<file path="config.mk">
export PLATFORM = sky130hd
export DESIGN_NAME = mgmt_regbank
export DESIGN_NICKNAME = d
export VERILOG_FILES = /design/src/rtl/mgmt_regbank_pkg.sv /design/src/rtl/mgmt_stat_ctr.sv /design/src/rtl/mgmt_ctrl.sv /design/src/rtl/mgmt_datapath.sv /design/src/rtl/mgmt_regbank.sv
export SDC_FILE = /design/constraint.sdc
export NUM_CORES = 2
export LEC_CHECK = 0
export BUFFER_PORTS_ARGS = -buffer_cell sky130_fd_sc_hd__buf_4
export CAP_MARGIN = 0
export CORE_MARGIN = 4
export CORE_UTILIZATION = 30
export CTS_CLUSTER_DIAMETER = 200
export CTS_CLUSTER_SIZE = 24
export DETAILED_ROUTE_END_ITERATION = 6
export HOLD_SLACK_MARGIN = 0.06
export PLACE_DENSITY = 0.57
export SLEW_MARGIN = 10
export SYNTH_ARGS = -nofsm -noshare
export SYNTH_HDL_FRONTEND = slang
export SYNTH_SLANG_ARGS = --single-unit
</file>
<file path="constraint.sdc">
create_clock -name clk -period 5.8 [get_ports clk]
set_clock_uncertainty 0.1 [all_clocks]
set_input_delay 0.58 -clock clk [delete_from_list [all_inputs] [get_ports clk]]
set_output_delay 0.58 -clock clk [all_outputs]
set_load 0.01 [all_outputs]
</file>
<file path="src/rtl/mgmt_regbank_pkg.sv">
package mgmt_regbank_pkg;
  // Decoded access strobes passed from control to datapath.
  typedef struct packed {
    logic cfgWr;   // write one configuration register
    logic cfgRd;   // read one configuration register
    logic statRd;  // read (and clear) one counter
  } mgmtStrobes_t;
endpackage

</file>
<file path="src/rtl/mgmt_stat_ctr.sv">
module mgmt_stat_ctr #(
  parameter int STAT_W = 32
) (
  input  logic              clk,
  input  logic              rst,
  input  logic              incr,
  input  logic              clr,
  output logic [STAT_W-1:0] count
);
  localparam logic [STAT_W-1:0] CNT_MAX = '1;

  always_ff @(posedge clk) begin
    if (rst) begin
      count <= '0;
    end else if (clr) begin
      // read clears; a coincident event seeds the next period
      count <= {{(STAT_W-1){1'b0}}, incr};
    end else if (incr && count != CNT_MAX) begin
      count <= count + 1'b1;
    end
  end
endmodule

</file>
<file path="src/rtl/mgmt_ctrl.sv">
module mgmt_ctrl
  import mgmt_regbank_pkg::*;
#(
  parameter int ADDR_W    = 10,
  parameter int NUM_CFG   = 4,
  parameter int NUM_STATS = 23,
  localparam int IDX_W    = ADDR_W - 1
) (
  input  logic              selN,
  input  logic              wrN,
  input  logic [ADDR_W-1:0] addr,
  input  logic              hostAbsent,
  output mgmtStrobes_t      strobes,
  output logic [IDX_W-1:0]  idx
);
  logic statSpace;
  logic cfgHit;
  logic statHit;
  logic rdAcc;
  logic wrAcc;

  always_comb begin
    statSpace = addr[ADDR_W-1];
    idx       = addr[IDX_W-1:0];
    cfgHit    = !statSpace && (32'(idx) < NUM_CFG);
    statHit   = statSpace && (32'(idx) < NUM_STATS);
    rdAcc     = !selN && wrN;
    wrAcc     = !selN && !wrN;
    strobes.cfgWr  = wrAcc && cfgHit && !hostAbsent;
    strobes.cfgRd  = rdAcc && cfgHit;
    strobes.statRd = rdAcc && statHit;
  end
endmodule

</file>
<file path="src/rtl/mgmt_datapath.sv">
module mgmt_datapath
  import mgmt_regbank_pkg::*;
#(
  parameter int ADDR_W    = 10,
  parameter int DATA_W    = 32,
  parameter int NUM_CFG   = 4,
  parameter int NUM_STATS = 23,
  parameter int STAT_W    = 32,
  localparam int IDX_W    = ADDR_W - 1,
  localparam int CFG_VW   = NUM_CFG * DATA_W
) (
  input  logic                 clk,
  input  logic                 rst,
  input  mgmtStrobes_t         strobes,
  input  logic [IDX_W-1:0]     idx,
  input  logic [DATA_W-1:0]    wrData,
  input  logic [NUM_STATS-1:0] statIncr,
  input  logic                 hostAbsent,
  input  logic [CFG_VW-1:0]    cfgVec,
  output logic [DATA_W-1:0]    rdData,
  output logic [CFG_VW-1:0]    cfgStatus
);
  logic [DATA_W-1:0] cfgRegs  [NUM_CFG];
  logic [STAT_W-1:0] statVals [NUM_STATS];
  logic [DATA_W-1:0] rdNext;

  for (genvar g = 0; g < NUM_CFG; g++) begin : gen_cfg
    always_ff @(posedge clk) begin
      if (rst) begin
        cfgRegs[g] <= '0;
      end else if (hostAbsent) begin
        cfgRegs[g] <= cfgVec[g*DATA_W +: DATA_W];
      end else if (strobes.cfgWr && idx == IDX_W'(g)) begin
        cfgRegs[g] <= wrData;
      end
    end
    assign cfgStatus[g*DATA_W +: DATA_W] = cfgRegs[g];
  end

  for (genvar s = 0; s < NUM_STATS; s++) begin : gen_stat
    logic clrHit;
    assign clrHit = strobes.statRd && idx == IDX_W'(s);
    mgmt_stat_ctr #(.STAT_W(STAT_W)) u_ctr (
      .clk   (clk),
      .rst   (rst),
      .incr  (statIncr[s]),
      .clr   (clrHit),
      .count (statVals[s])
    );
  end

  always_comb begin
    rdNext = '0;
    for (int k = 0; k < NUM_CFG; k++) begin
      if (strobes.cfgRd && idx == IDX_W'(k)) rdNext = cfgRegs[k];
    end
    for (int k = 0; k < NUM_STATS; k++) begin
      if (strobes.statRd && idx == IDX_W'(k)) rdNext = DATA_W'(statVals[k]);
    end
  end

  always_ff @(posedge clk) begin
    if (rst) rdData <= '0;
    else     rdData <= rdNext;
  end
endmodule

</file>
<file path="src/rtl/mgmt_regbank.sv">
module mgmt_regbank
  import mgmt_regbank_pkg::*;
#(
  parameter int ADDR_W    = 10,
  parameter int DATA_W    = 32,
  parameter int NUM_CFG   = 4,
  parameter int NUM_STATS = 23,
  parameter int STAT_W    = 32,
  localparam int IDX_W    = ADDR_W - 1,
  localparam int CFG_VW   = NUM_CFG * DATA_W
) (
  input  logic                 clk,
  input  logic                 rst,
  input  logic [ADDR_W-1:0]    mgmtAddr,
  input  logic [DATA_W-1:0]    mgmtWrData,
  input  logic                 mgmtSelN,
  input  logic                 mgmtWrN,
  output logic [DATA_W-1:0]    mgmtRdData,
  input  logic [NUM_STATS-1:0] statIncr,
  input  logic                 hostAbsent,
  input  logic [CFG_VW-1:0]    cfgVec,
  output logic [CFG_VW-1:0]    cfgStatus
);
  mgmtStrobes_t     strobes;
  logic [IDX_W-1:0] idx;

  mgmt_ctrl #(
    .ADDR_W(ADDR_W), .NUM_CFG(NUM_CFG), .NUM_STATS(NUM_STATS)
  ) u_ctrl (
    .selN       (mgmtSelN),
    .wrN        (mgmtWrN),
    .addr       (mgmtAddr),
    .hostAbsent (hostAbsent),
    .strobes    (strobes),
    .idx        (idx)
  );

  mgmt_datapath #(
    .ADDR_W(ADDR_W), .DATA_W(DATA_W), .NUM_CFG(NUM_CFG),
    .NUM_STATS(NUM_STATS), .STAT_W(STAT_W)
  ) u_dp (
    .clk        (clk),
    .rst        (rst),
    .strobes    (strobes),
    .idx        (idx),
    .wrData     (mgmtWrData),
    .statIncr   (statIncr),
    .hostAbsent (hostAbsent),
    .cfgVec     (cfgVec),
    .rdData     (mgmtRdData),
    .cfgStatus  (cfgStatus)
  );
endmodule

</file>
==> results by group <==
Status
  – Status: complete, but fails checks
  – Failing checks: design-rule violations

Clocking
  – Clock tree root driver cell: clkbuf_16
  – Max clock buf depth: 3
  – Setup Fix Bufs, Post-CTS: 0
  – PostCTS Resize Cnt: 0
  – Clock Sinks: 896
  – CTS clk-pin slew, worst paths: 0.12 ns
  – CTS hold repair buffers: 94
  – CTS tree: built
  – CTS H-tree lvls: 2
  – Total CTS buffers: 43
  – Clock Latency Late Sink: 0.69 ns

Final layout
  – Share of cells above drive strength 1: 10.5%
  – Area Growth Syn to Fin: 14.9%
  – Design area: 54500 um^2
  – Final Util: 34.8%
  – Final #Nets: 6157

Routing
  – DRT Pass-1 Iters: 7
  – Initial DRC count: 6012
  – DR vias: 47631
  – Drc violations: 10
  – DR WL/cell: 28.0 um
  – WL final: 225 mm
  – Remaining antenna violation count: 0
  – Via-to-Cell Ratio: 5.94

Yosys
  – Syn Area/Cell: 8.43 um^2
  – Seq/Total Area, Yosys: 40.5%
  – Synth cell count leaders: nor2_1, dfxtp_1, nand2_1
  – Synth unique cells: 93
  – Synth top area cells: dfxtp_1, edfxtp_1, nor2_1
  – Most used DFF post-synth: dfxtp_1
  – Synthesized net count: 5854
  – Ys Warns: 0
  – Async SR Flop Fraction: 0%
  – FF+latch count, synth: 896
  – Most common cell in the netlist: nor2_1
  – Top-area cell type share of the netlist area: 32.4%
  – Post-synth EDFFs: 128
  – Area leader, netlist: dfxtp_1
  – Mapped Cells: 5633
  – Post-synth design cell area: 47500 um^2

STA
  – Max_slew headroom: 13.6%
  – Worst-Margin Slew: 1.29 ns
  – Period utilisation layout: 70.3%
  – Final hold vios: 0
  – Unrepaired setup endpoints after global routing: no
  – Slew Viols, Final: 0
  – Fmax: 0.245 GHz
  – Setup_tns: 0 ns
  – Tmin final: 4.08 ns
  – Final Setup Violations: 0

Die
  – Chip width: 406 um
  – Row count: 145
  – Core Box Area: 157000 um^2
  – Ports: 358
  – Die area: 165000 um^2
  – Die Height: 406 um
  – Initial Util: 30.3%

Setup path
  – Crit path from: mgmtSelN
  – CP peak stage delay: 0.94 ns
  – CP Capture Type: flop
  – Family with the most delay on the worst path: simple AND/OR/NAND/NOR gates
  – Crit path launch type: input pin
  – FF-to-FF End: u_dp.gen_stat[12].u_ctr.count[25]$_SDFFE_PP0P_
  – CP cell instances: buf_4 -> or4_2 -> buf_4 -> nor3_4 -> a22oi_1 -> nand3_1 -> a21oi_1 -> o41ai_1 -> a221o_1
  – Most used cell along the critical path: buf_4
  – Worst reg2reg path depth: 7
  – WP data arrival: 4.62 ns
  – CP max stage cell: or4_2
  – Crit Path Class: in -> reg
  – CP Depth: 9
  – Req. time, crit path: 6.34 ns
  – CP max FO: 22
  – RR Startpoint: u_dp.gen_stat[12].u_ctr.count[15]$_SDFFE_PP0P_
  – R2r setup slk: 2.13 ns
  – CP Buf/Inv Count: 2

Min path
  – Worst Hold Class: in -> reg
  – Hold Path Stages: 2
  – Worst Hold Path EP: u_dp.cfgRegs[0][60]$_DFFE_PP_
  – Min-delay src: cfgVec[60]

Run
  – Max Cap Violations: 0

Pwr
  – Power per Cell Area: 205 nW/um^2
  – Leak pwr: 0.0187 uW
  – Largest vdd supply drop: 0.000188 V

Place
  – Placed Area: 52400 um^2
  – GPL Wtd Cong: 1.04
  – Detailed placement HPWL: 175 mm
  – Input/output buffers: 357

GRT
  – First-pass GRT wire length: 317 mm
  – Antenna violations before repair: 23
  – GRT Overall Usage: 26.1%
  – Number of global-route vias before repair: 43483
  – Total grt overflow: 0
  – Largest net degree at the start of global routing: 91
-- layout by cell type, fill, tap and decap left out, drive strengths merged, types with 11 or more instances in the layout --
master,n
a2111oi,11
o221ai,27
a211oi,38
o211ai,17
nor3b,15
inv,99
nand3,314
ha,23
dlygate4sd3,94
edfxtp,128
and3,132
nor2,844
nor3,172
nor4b,12
a31oi,26
o22ai,89
or4,27
xor2,318
nor4,100
or2,12
a22oi,77
a22o,145
nor2b,23
mux2i,43
and2,34
a222oi,17
nand2b,13
and4,95
o21ai,213
a21o,12
mux2,36
nand2,438
clkbuf,55
or3,118
buf,445
a221oi,30
dfxtp,768
a21oi,232
nand4,250
xnor2,258
-- where the power goes --
group	leakage [uW]	internal, uW	total, uW	switching [uW]
logic	0.0105	355	919	564
registers	0.00757	6400	6590	191
clock network	0.000574	1410	3640	2230
-- flip-flops by register name, indices dropped and copies added, names as in the netlist --
signal and count:
u_dp.rdData 32, u_dp.gen_stat.u_ctr.count 736, u_dp.cfgRegs 128
-- metal layers --
layer	GRT usage, %	wire length, um
met5	0	72
met4	13.7	14200
met3	5.60	22100
met2	39.4	96000
met1	34.9	92200
-- worst max path at each step --
stage / to / slack [ns]
4_1_cts: u_dp.rdData[11]$_SDFF_PP0_ / 1.98
3_3_place_gp: u_dp.rdData[15]$_SDFF_PP0_ / 1.12
3_5_place_dp: u_dp.rdData[5]$_SDFF_PP0_ / 1.28
2_1_floorplan: u_dp.cfgRegs[1][32]$_DFFE_PP_ / 2.57
6_report: u_dp.rdData[11]$_SDFF_PP0_ / 1.72
5_1_grt: u_dp.gen_stat[12].u_ctr.count[25]$_SDFFE_PP0P_ / 1.81
-- cell families after synthesis --
logic type               synth area share (%)
AO/OA/AOI/OAI                            14.9
XOR/XNOR                                 10.6
adder cells (fa/ha/maj)                 0.606
buffers and inverters                    3.20
flip-flops                               40.5
multiplexers                             2.14
AND/OR/NAND/NOR                          28.1
-- cell type report --
cell class | count | area [um^2]
fillers | 16362 | 102000
multi-input cells | 4358 | 26900
flip-flops and latches | 896 | 19200
repair buffers | 539 | 4300
well taps | 2058 | 2570
clock buffers | 55 | 1140
inverters | 98 | 368
clock inverters | 3 | 41.3
diodes | 9 | 22.5
-- metrics by stage --
stage          worst slack (ns)  total power [uW]  hold slack (ns)  cells
2_1_floorplan              2.57              6990            0.357   5633
6_report                   1.72             11200           0.0966   8016
5_1_grt                    1.81             11500           0.0737   8010
4_1_cts                    1.98             11200           0.0607   8007
3_5_place_dp               1.28              7580            0.394   7855
3_3_place_gp               1.12              7580            0.379   7854
-- worst reg2reg max path, stage by stage, from the launching register on --
cell,delay [ns]
dfxtp_1,0.37
and4_1,0.29
nand3_1,0.30
nor4_2,0.14
a41oi_1,0.86
nand4_1,0.73
or4_1,0.63
a21oi_1,0.16
No activity file was read; power rests on OpenSTA's default activity.
